File: src/rtl/drs_pkg.sv
package drs_pkg;

   typedef enum logic [2:0] {
      ST_PAUSE,
      ST_IDLE,
      ST_ARB,
      ST_SETUP,
      ST_STROBE,
      ST_PRECH
   } drs_state_e;

   // bits needed to hold values 0..n
   function automatic int cnt_w(input int n);
      return (n < 2) ? 1 : $clog2(n + 1);
   endfunction

   function automatic int max4(input int a, input int b, input int c, input int d);
      int m;
      m = a;
      if (b > m) m = b;
      if (c > m) m = c;
      if (d > m) m = d;
      return m;
   endfunction

endpackage

File: src/rtl/drs_pacer.sv
module drs_pacer
   import drs_pkg::*;
#(
   parameter int INTERVAL_CYC = 1950,
   parameter int MAX_POSTPONE = 4
) (
   input  logic clk,
   input  logic rst_n,
   input  logic run,
   input  logic retire,
   output logic req_o,
   output logic urgent_o
);
   localparam int IW  = cnt_w(INTERVAL_CYC - 1);
   localparam int CAP = 2 * MAX_POSTPONE;
   localparam int PW  = cnt_w(CAP);

   logic [IW-1:0] tmr_q;
   logic [PW-1:0] owed_q;
   logic          tick;

   assign tick = run && (tmr_q == IW'(INTERVAL_CYC - 1));

   always_ff @(posedge clk) begin
      if (!rst_n)           tmr_q <= '0;
      else if (!run || tick) tmr_q <= '0;
      else                  tmr_q <= tmr_q + 1'b1;
   end

   always_ff @(posedge clk) begin
      if (!rst_n) begin
         owed_q <= '0;
      end else begin
         case ({tick, retire})
            2'b10:   if (owed_q != PW'(CAP)) owed_q <= owed_q + 1'b1;
            2'b01:   if (owed_q != '0)       owed_q <= owed_q - 1'b1;
            default: owed_q <= owed_q;
         endcase
      end
   end

   assign req_o    = (owed_q != '0);
   assign urgent_o = (owed_q >= PW'(MAX_POSTPONE));

endmodule

File: src/rtl/drs_row_ctr.sv
module drs_row_ctr #(
   parameter int ROW_W = 10
) (
   input  logic             clk,
   input  logic             rst_n,
   input  logic             step,
   output logic [ROW_W-1:0] row_o
);
   always_ff @(posedge clk) begin
      if (!rst_n)    row_o <= '0;
      else if (step) row_o <= row_o + 1'b1;
   end
endmodule

File: src/rtl/drs_cycle_fsm.sv
module drs_cycle_fsm
   import drs_pkg::*;
#(
   parameter int PAUSE_CYC     = 12500,
   parameter int INIT_REFS     = 8,
   parameter int CAS_SETUP_CYC = 1,
   parameter int CAS_HOLD_CYC  = 2,
   parameter int RAS_LOW_CYC   = 8,
   parameter int RAS_PRE_CYC   = 5,
   parameter bit ROR_EN        = 1'b1
) (
   input  logic clk,
   input  logic rst_n,
   input  logic owed,
   input  logic idle,
   input  logic ack,
   input  logic ror_sel,
   output logic ras_n_o,
   output logic cas_n_o,
   output logic gnt_o,
   output logic ready_o,
   output logic row_oe_o,
   output logic retire_o,
   output logic row_step_o
);
   localparam int TMAX = max4(PAUSE_CYC, CAS_SETUP_CYC, RAS_LOW_CYC, RAS_PRE_CYC);
   localparam int TW   = cnt_w(TMAX);
   localparam int NW   = cnt_w(INIT_REFS);

   drs_state_e    state_q, state_d;
   logic [TW-1:0] tm_q, tm_d;
   logic [NW-1:0] left_q, left_d;
   logic          ror_q, ror_d;
   logic          ready_q, ready_d;
   logic          ras_d, cas_d, gnt_d, oe_d;

   always_comb begin
      state_d    = state_q;
      tm_d       = tm_q + 1'b1;
      left_d     = left_q;
      ror_d      = ror_q;
      ready_d    = ready_q;
      retire_o   = 1'b0;
      row_step_o = 1'b0;
      case (state_q)
         ST_PAUSE: begin
            if (tm_q == TW'(PAUSE_CYC - 1)) begin
               state_d = ST_SETUP;
               tm_d    = '0;
               ror_d   = 1'b0;
            end
         end
         ST_IDLE: begin
            tm_d = '0;
            if (owed && idle) state_d = ST_ARB;
         end
         ST_ARB: begin
            tm_d = '0;
            if (ack) begin
               state_d = ST_SETUP;
               ror_d   = ROR_EN && ror_sel;
            end
         end
         ST_SETUP: begin
            if (tm_q == TW'(CAS_SETUP_CYC - 1)) begin
               state_d = ST_STROBE;
               tm_d    = '0;
            end
         end
         ST_STROBE: begin
            if (tm_q == TW'(RAS_LOW_CYC - 1)) begin
               state_d = ST_PRECH;
               tm_d    = '0;
            end
         end
         ST_PRECH: begin
            if (tm_q == TW'(RAS_PRE_CYC - 1)) begin
               tm_d = '0;
               if (!ready_q) begin
                  left_d = left_q - 1'b1;
                  if (left_q == NW'(1)) begin
                     ready_d = 1'b1;
                     state_d = ST_IDLE;
                  end else begin
                     state_d = ST_SETUP;
                  end
               end else begin
                  retire_o   = 1'b1;
                  row_step_o = ror_q;
                  state_d    = ST_IDLE;
               end
            end
         end
         default: state_d = ST_IDLE;
      endcase
   end

   // strobes decoded from the next state, then registered
   always_comb begin
      ras_d = (state_d != ST_STROBE);
      if (ror_d) cas_d = 1'b1;
      else       cas_d = !((state_d == ST_SETUP) ||
                           ((state_d == ST_STROBE) && (tm_d < TW'(CAS_HOLD_CYC))));
      gnt_d = ready_d && (state_d inside {ST_ARB, ST_SETUP, ST_STROBE, ST_PRECH});
      oe_d  = ror_d && (state_d inside {ST_SETUP, ST_STROBE});
   end

   always_ff @(posedge clk) begin
      if (!rst_n) begin
         state_q  <= ST_PAUSE;
         tm_q     <= '0;
         left_q   <= NW'(INIT_REFS);
         ror_q    <= 1'b0;
         ready_q  <= 1'b0;
         ras_n_o  <= 1'b1;
         cas_n_o  <= 1'b1;
         gnt_o    <= 1'b0;
         row_oe_o <= 1'b0;
      end else begin
         state_q  <= state_d;
         tm_q     <= tm_d;
         left_q   <= left_d;
         ror_q    <= ror_d;
         ready_q  <= ready_d;
         ras_n_o  <= ras_d;
         cas_n_o  <= cas_d;
         gnt_o    <= gnt_d;
         row_oe_o <= oe_d;
      end
   end

   assign ready_o = ready_q;

endmodule

File: src/rtl/dram_refresh_seq.sv
module dram_refresh_seq
   import drs_pkg::*;
#(
   parameter int CLK_PERIOD_PS = 8000,
   parameter int PAUSE_CYC     = 12500,
   parameter int INIT_REFS     = 8,
   parameter int INTERVAL_CYC  = 1950,
   parameter int MAX_POSTPONE  = 4,
   parameter int CAS_SETUP_CYC = 1,
   parameter int CAS_HOLD_CYC  = 2,
   parameter int RAS_LOW_CYC   = 8,
   parameter int RAS_PRE_CYC   = 5,
   parameter int ROW_W         = 10,
   parameter bit RAS_ONLY_EN   = 1'b1
) (
   input  logic             clk,
   input  logic             rst_n,
   input  logic             ras_only_mode,
   input  logic             ctl_idle,
   input  logic             bus_ack,
   output logic             ref_req,
   output logic             ref_urgent,
   output logic             ref_gnt,
   output logic             init_done,
   output logic             ras_n,
   output logic             cas_n,
   output logic             row_oe,
   output logic [ROW_W-1:0] row_addr
);
   localparam int     CYCLE_CYC = CAS_SETUP_CYC + RAS_LOW_CYC + RAS_PRE_CYC;
   localparam longint ROWS      = longint'(1) << ROW_W;
   localparam longint PERIOD_PS = longint'(INTERVAL_CYC) * CLK_PERIOD_PS * ROWS;

   // elaboration-time parameter checks
   if (CAS_SETUP_CYC < 1 || CAS_SETUP_CYC * CLK_PERIOD_PS < 5000) begin : g_chk_setup
      $error("CAS setup before RAS shorter than 5 ns");
   end
   if (CAS_HOLD_CYC < 1 || CAS_HOLD_CYC * CLK_PERIOD_PS < 10000) begin : g_chk_hold
      $error("CAS hold after RAS shorter than 10 ns");
   end
   if (CAS_HOLD_CYC >= RAS_LOW_CYC) begin : g_chk_hold_fit
      $error("CAS hold must end inside the RAS low pulse");
   end
   if (RAS_LOW_CYC * CLK_PERIOD_PS < 60000) begin : g_chk_ras
      $error("RAS pulse shorter than 60 ns");
   end
   if (RAS_PRE_CYC * CLK_PERIOD_PS < 40000) begin : g_chk_pre
      $error("RAS precharge shorter than 40 ns");
   end
   if (CYCLE_CYC * CLK_PERIOD_PS < 110000) begin : g_chk_cycle
      $error("refresh cycle shorter than 110 ns");
   end
   if (INIT_REFS < 8) begin : g_chk_init
      $error("fewer than eight wake-up refresh cycles");
   end
   if (MAX_POSTPONE < 1) begin : g_chk_post
      $error("postponement limit must be at least one");
   end
   if (INTERVAL_CYC <= CYCLE_CYC + 2) begin : g_chk_int
      $error("refresh interval cannot hold one refresh cycle");
   end
   if (PERIOD_PS > 64'd16_000_000_000) begin : g_chk_period
      $error("all rows not covered within 16 ms");
   end
   if (PAUSE_CYC < 2) begin : g_chk_pause
      $error("power-up pause too short");
   end

   logic owed, retire, row_step;

   drs_pacer #(
      .INTERVAL_CYC(INTERVAL_CYC),
      .MAX_POSTPONE(MAX_POSTPONE)
   ) u_pacer (
      .clk     (clk),
      .rst_n   (rst_n),
      .run     (init_done),
      .retire  (retire),
      .req_o   (owed),
      .urgent_o(ref_urgent)
   );

   drs_cycle_fsm #(
      .PAUSE_CYC    (PAUSE_CYC),
      .INIT_REFS    (INIT_REFS),
      .CAS_SETUP_CYC(CAS_SETUP_CYC),
      .CAS_HOLD_CYC (CAS_HOLD_CYC),
      .RAS_LOW_CYC  (RAS_LOW_CYC),
      .RAS_PRE_CYC  (RAS_PRE_CYC),
      .ROR_EN       (RAS_ONLY_EN)
   ) u_fsm (
      .clk       (clk),
      .rst_n     (rst_n),
      .owed      (owed),
      .idle      (ctl_idle),
      .ack       (bus_ack),
      .ror_sel   (ras_only_mode),
      .ras_n_o   (ras_n),
      .cas_n_o   (cas_n),
      .gnt_o     (ref_gnt),
      .ready_o   (init_done),
      .row_oe_o  (row_oe),
      .retire_o  (retire),
      .row_step_o(row_step)
   );

   if (RAS_ONLY_EN) begin : g_row
      drs_row_ctr #(.ROW_W(ROW_W)) u_row (
         .clk  (clk),
         .rst_n(rst_n),
         .step (row_step),
         .row_o(row_addr)
      );
   end else begin : g_no_row
      assign row_addr = '0;
   end

   assign ref_req = owed;

endmodule

File: config.mk
export PLATFORM = sky130hd
export DESIGN_NAME = dram_refresh_seq
export DESIGN_NICKNAME = d
export VERILOG_FILES = /design/src/rtl/drs_pkg.sv /design/src/rtl/drs_pacer.sv /design/src/rtl/drs_row_ctr.sv /design/src/rtl/drs_cycle_fsm.sv /design/src/rtl/dram_refresh_seq.sv
export SDC_FILE = /design/constraint.sdc
export NUM_CORES = 1
export LEC_CHECK = 0
export ABC_CLOCK_PERIOD_IN_PS = 4650
export BUFFER_PORTS_ARGS = -buffer_cell sky130_fd_sc_hd__buf_4
export CAP_MARGIN = 20
export CORE_MARGIN = 3
export CORE_UTILIZATION = 55
export CTS_BUF_LIST = sky130_fd_sc_hd__clkbuf_8
export CTS_CLUSTER_DIAMETER = 40
export DETAILED_ROUTE_END_ITERATION = 6
export PLACE_DENSITY = 0.79
export SETUP_SLACK_MARGIN = 0.05
export SYNTH_ARGS = -nofsm -noshare
export SYNTH_HDL_FRONTEND = slang
export SYNTH_SLANG_ARGS = --single-unit
File: constraint.sdc
create_clock -name clk -period 4.65 [get_ports clk]
set_input_delay 0.465 -clock clk [delete_from_list [all_inputs] [get_ports clk]]
set_output_delay 0.465 -clock clk [all_outputs]
set_load 0.005 [all_outputs]
==> reports/qor.yml, run 1 <==
place:
  pre_cts_slack_ps: 1400
  gp_congestion: 0.923
  io_buffers: 21
  dpl.hpwl_mm: 3.96
  placed_cell_area_um2: 2960
pwr:
  p_int_w: 0.000623
  p_sw_frac: 0.222
  peakVddDrop_mv: 0.188
  power.clock.fraction: 0.401
  pwr-share-comb: 0.035
  leakage_nw: 1.18
  power_switching_w: 0.000178
  power_frac_seq: 0.564
  power_per_cell_area_nw_per_um2: 260
cells_and_area:
  antenna_cells: 0
  multi_input_area_um2: 1620
  final_area_um2: 3080
  nNetsFinal: 357
  fin_util: 0.638
  layout.cells.most_common_list: "dfxtp_1 (52), nor2_1 (51), nand2_1 (22), xor2_1 (22), buf_4 (21)"
  syn_to_final_growth_pct: 10.3
  seq_area_um2: 1040
  layout_commonest_cell: "dfxtp_1"
  num-fill-cells: 428
  drive_above_1_share: 0.117
grt:
  grt_pass1_vias: 2031
  gr-usage-all-layers: 0.191
  grt_antenna_before_repair: 0
  grt_max_degree: 24
  grt_overflow: 0
  grt_pass1_wl_mm: 9.31
critical_path:
  reg2reg_depth: 13
  cpMaxStageDelayCell: "or4_1"
  critical_path_class: "reg2reg"
  cp-start-kind: "register"
  worstPathMaxFanout: 7
  rr_endpoint: "u_pacer.owed_q[3]"
  cp.arrival_ps: 3500
  max_stage_delay_ps: 720
  r2r-start: "u_fsm.tm_q[5]"
  cp_data_required_time_ps: 4830
  crit_chain: "or4_1 -> nor2_1 -> nand4_1 -> or3_1 -> inv_1 -> ha_1 -> ha_1 -> a21o_1 -> a21oi_1 -> xnor2_1 -> nand2_1 -> xor2_1 -> nor2_1"
  end_kind: "register"
  r2r_setup_slack_ps: 1340
routing:
  firstDrtPassIters: 5
  vias: 2271
  drt-total-wl_mm: 5.58
  drtIter0Drc: 147
  wl_met3_um: 329
  ant_nets: 0
  avgViaCountPerCell: 5.57
  post_drt_wl_per_cell_um: 13.7
  wl_met1_mm: 2.63
  dr.max_layer_used: "met4"
  drc: 0
  dr_wl_met2_mm: 2.55
synthesis:
  seq_area_frac_synth: 0.373
  synth-edff-count: 0
  synth-seq-cells: 52
  async_flop_share: 0
  synth_ff_type: "dfxtp_1"
  synth_cells: 327
  syn_avg_cell_area_um2: 8.52
  synth_cell_types: 51
  yosys.area.top_type_share: 0.373
  synth_top_cell_by_area: "dfxtp_1"
  synth_warnings: 0
  synth_area_um2: 2790
  syn_nets: 344
  netlist_top_cells_area: "dfxtp_1 (37%), xor2_1 (6.9%), nor2_1 (6.9%), ha_1 (4.9%), xnor2_1 (4.4%)"
sta:
  slew_viol_final: 0
  holdWs_ps: 383
  hold_violations: 0
  max_freq_ghz: 0.302
  slew_headroom: 0.528
  report.final.setup_viol: 0
  period_share: 0.713
  rsz0062_at_grt: "no"
  finalClockSkew_ps: 2.30
  finalSetupTns_ps: 0
  finalWorstPathRequiredPeriod_ps: 3310
  setup_ws_ps: 1340
  worstMarginPinSlew_ps: 707
run_status:
  outcome: "complete, no violations"
clock_tree:
  hold_buffers: 0
  clock_path_buffers: 2
  h-tree-depth: 2
  clock_sink_count: 52
  path_clk_slew_ps: 100
  post_cts_resized: 0
  cts_buffers: 5
  root_buffer: "clkbuf_8"
  cts_tree: "done"
  clk_latency_ps: 310
  postCtsSetupBuffers: 0
floorplan:
  row_count: 25
  ioPinCount: 22
  coreArea_um2: 4820
  die_y_um: 77.2
  start_util: 0.579
  die_w_um: 77.2
  die-area_um2: 5960
worst_hold_path:
  hold_class: "in2reg"
  hold_end: "u_fsm.left_q[3]"
  hold_depth: 2
  worstHoldStart: "rst_n"
job:
  cap_violations: 0
logic make-up (layout without fill, tap and decap cells):
logic type,count (synthesis),in the layout,synth area share
mux,3,3,0.0108
fa+ha+maj,12,12,0.0566
xor+xnor,36,36,0.113
simple gates,161,161,0.308
buf+inv,30,44,0.0449
compound gates,33,33,0.0934
flops,52,52,0.373
worst max-delay path by stage:
stage                              start                end  slack, ps  cells after the start
final                      u_fsm.tm_q[5]  u_pacer.owed_q[3]       1340                     13
after global routing       u_fsm.tm_q[5]  u_pacer.owed_q[3]       1050                     13
after CTS                  u_fsm.tm_q[5]  u_pacer.owed_q[3]       1350                     13
after detailed placement   u_fsm.tm_q[5]  u_pacer.owed_q[3]       1400                     13
after global placement     u_fsm.tm_q[5]  u_pacer.owed_q[3]       1500                     13
after floorplan           u_fsm.tm_q[11]  u_pacer.owed_q[3]       1720                     14
per-stage QoR:
| stage | power, W | instances |
|---|---|---|
| after global placement | 0.000489 | 400 |
| after global routing | 0.000830 | 408 |
| final | 0.000801 | 408 |
| after detailed placement | 0.000490 | 400 |
| after CTS | 0.000807 | 408 |
| after floorplan | 0.000480 | 327 |
routing by layer:
| layer | vias to the layer above | track usage |
|---|---|---|
| met5 | - | 0 |
| met4 | 0 | 0.0623 |
| met3 | 7 | 0.0434 |
| met2 | 57 | 0.303 |
| met1 | 1043 | 0.257 |
| li1 | 1164 | - |
Yosys cell counts, types with 4 or more instances:
cell / number
nor2_1: 51
nand4_1: 11
nor3_1: 6
nand2_1: 22
dfxtp_1: 52
or4_1: 4
nor4_1: 7
xor2_1: 22
xnor2_1: 14
o21ai_0: 5
or3_1: 8
ha_1: 11
and3_1: 7
inv_1: 15
clkbuf_1: 10
nand3_1: 20
a21oi_1: 5
or4bb_1: 4
buf_2: 4
sequential cells by signal (all words and copies together), names as in the netlist, 3 cells and up:
name,count
u_fsm.tm_q,14
u_pacer.tmr_q,11
g_row.u_row.row_o,10
u_fsm.left_q,4
u_pacer.owed_q,4
u_fsm.state_q,3
layout make-up:
cell class,instances,share of cell area
flip-flops and latches,52,0.338
well taps,67,0.0273
multi-input cells,245,0.527
clock inverters,3,0.0151
clock buffers,5,0.0224
repair buffers,21,0.0513
inverters,15,0.0183
power by group through the flow:
stage	Combinational [W]	Clock, W	Sequential (W)
CTS	0.0000280	0.000327	0.000452
global placement	0.0000277	0	0.000462
global route	0.0000318	0.000345	0.000453
detailed placement	0.0000275	0	0.000462
floorplan	0.0000207	0	0.000460
finish	0.0000282	0.000321	0.000452
worst max-delay path, delay by kind of cell, from the launching register on:
family,cells,cell delay (ps)
compound gates,2,350
xor+xnor,2,290
fa+ha+maj,2,540
flops,1,390
buf+inv,1,80
simple gates,6,1550
Power figures use the tool's default switching activity.
==> run 2: changes to the inputs <==
- ABC_CLOCK_PERIOD_IN_PS: 4650 -> 3050
- clock period: 4.65 -> 3.05 ns (I/O delays scaled with it)
==> reports/qor.yml, run 2 (same netlist as run 1, synthesis figures left out) <==
run_status:
  outcome: "complete, no violations"
sta:
  max_freq_ghz: 0.352
  finalClockSkew_ps: 8.87
  finalWorstPathRequiredPeriod_ps: 2840
  slew_headroom: 0.544
  finalSetupTns_ps: 0
  period_share: 0.931
  slew_viol_final: 0
  report.final.setup_viol: 0
  hold_violations: 0
  worstMarginPinSlew_ps: 683
  holdWs_ps: 227
  rsz0062_at_grt: "no"
cells_and_area:
  final_area_um2: 3140
  syn_to_final_growth_pct: 12.7
  largest_reg_flops: 14
  num-fill-cells: 414
  antenna_cells: 0
  drive_above_1_share: 0.157
  multi_input_area_um2: 1640
  seq_area_um2: 1040
  final_cells: 417
  nNetsFinal: 366
  top_register: "u_fsm.tm_q"
  reg.largest.list: "u_fsm.tm_q x14, u_pacer.tmr_q x11, g_row.u_row.row_o x10"
  layout_commonest_cell: "dfxtp_1"
  layout.cells.most_common_list: "dfxtp_1 (51), nor2_1 (50), buf_4 (30)"
grt:
  grt_max_degree: 24
  grt_overflow: 0
  grt_antenna_before_repair: 0
  gr-usage-all-layers: 0.201
  grt_pass1_vias: 2168
  grt_pass1_wl_mm: 9.85
place:
  dpl.cell_count: 408
  dpl.hpwl_mm: 4.15
  io_buffers: 21
  placed_cell_area_um2: 3020
  gp_congestion: 0.857
worst_hold_path:
  hold_class: "in2reg"
  hold_end: "u_fsm.left_q[3]"
  worstHoldStart: "rst_n"
  hold_depth: 2
clock_tree:
  h-tree-depth: 2
  cts_tree: "done"
  clk_latency_ps: 310
  cts_buffers: 5
  root_buffer: "clkbuf_8"
  path_clk_slew_ps: 100
  clock_sink_count: 52
  clock_path_buffers: 2
critical_path:
  crit_chain: "or4_4 -> nor2_4 -> nand4_1 -> or3_4 -> inv_2 -> ha_2 -> ha_1 -> a21o_1 -> a21oi_2 -> xnor2_1 -> nand2_1 -> xor2_1 -> nor2_1"
  end_kind: "register"
  r2r_setup_slack_ps: 210
  worst-path-buf-inv: 1
  cp_data_required_time_ps: 3230
  max_stage_delay_ps: 550
  cpMaxStageDelayCell: "or4_4"
  r2r-start: "u_fsm.tm_q[11]"
  worstPathMaxFanout: 5
  crit_family: "simple AND/OR/NAND/NOR gates"
  cp-start-kind: "register"
  cp.arrival_ps: 3020
  critical_path_class: "reg2reg"
  rr_endpoint: "u_pacer.owed_q[3]"
  critPathLaunch: "u_fsm.tm_q[11]"
  reg2reg_depth: 13
floorplan:
  row_count: 25
  coreArea_um2: 4820
  die_y_um: 77.2
  die-area_um2: 5960
  die_w_um: 77.2
  start_util: 0.579
  ioPinCount: 22
routing:
  drtIter0Drc: 253
  vias: 2356
  firstDrtPassIters: 4
  avgViaCountPerCell: 5.65
  post_drt_wl_per_cell_um: 14.1
  drc: 0
  ant_nets: 0
  drt-total-wl_mm: 5.86
pwr:
  power_per_cell_area_nw_per_um2: 356
  peakVddDrop_mv: 0.251
  leakage_nw: 1.21
job:
  cap_violations: 0
-- run 2: changes by cell type in the layout (fill, tap and decap cells not counted), sizes merged --
cell	previous run	this run
buf	21	30
bufinv	1	0
inv	16	17
-- run 2: metrics by stage --
stage,power (W),worst slack [ps],util
2_1_floorplan,0.000732,122,-
6_report,0.00112,211,0.652
4_1_cts,0.00113,103,0.645
3_3_place_gp,0.000748,204,0.627
3_5_place_dp,0.000749,114,0.627
5_1_grt,0.00116,53.0,0.652
-- run 2: worst max path at each step --
stage                              to  cells past startpoint
floorplan           u_pacer.owed_q[3]                     14
global placement    u_pacer.owed_q[3]                     13
detailed placement  u_pacer.owed_q[3]                     13
CTS                 u_pacer.owed_q[3]                     13
global route        u_pacer.owed_q[3]                     13
finish              u_pacer.owed_q[3]                     13
-- run 2: final cells by class --
| cell class | instances | area share |
|---|---|---|
| clock buffer | 5 | 0.0219 |
| multi-input combinational | 245 | 0.524 |
| inverter | 15 | 0.0179 |
| tap | 67 | 0.0267 |
| clock inverter | 3 | 0.00558 |
| sequential | 52 | 0.333 |
| timing repair buffer | 30 | 0.0717 |
-- run 2: report_power, final --
group          switching [W]  internal [W]   total, W
logic              0.0000256     0.0000197  0.0000454
registers         0.00000647      0.000681   0.000687
clock network       0.000225      0.000161   0.000385
-- run 2: metal layers --
metal  wire length (um)  vias to the layer above  track usage
met5                  0                        -            0
met2               2750                       73        0.304
met3                361                        9       0.0411
li1                   -                     1184            -
met1               2650                     1090        0.278
met4                103                        0       0.0854
-- run 2: what timing repair did --
action,in CTS,in global routing
endpoints found under the setup margin,0,2
gates resized for setup,0,9
hold buffers,0,0
setup buffers,0,1
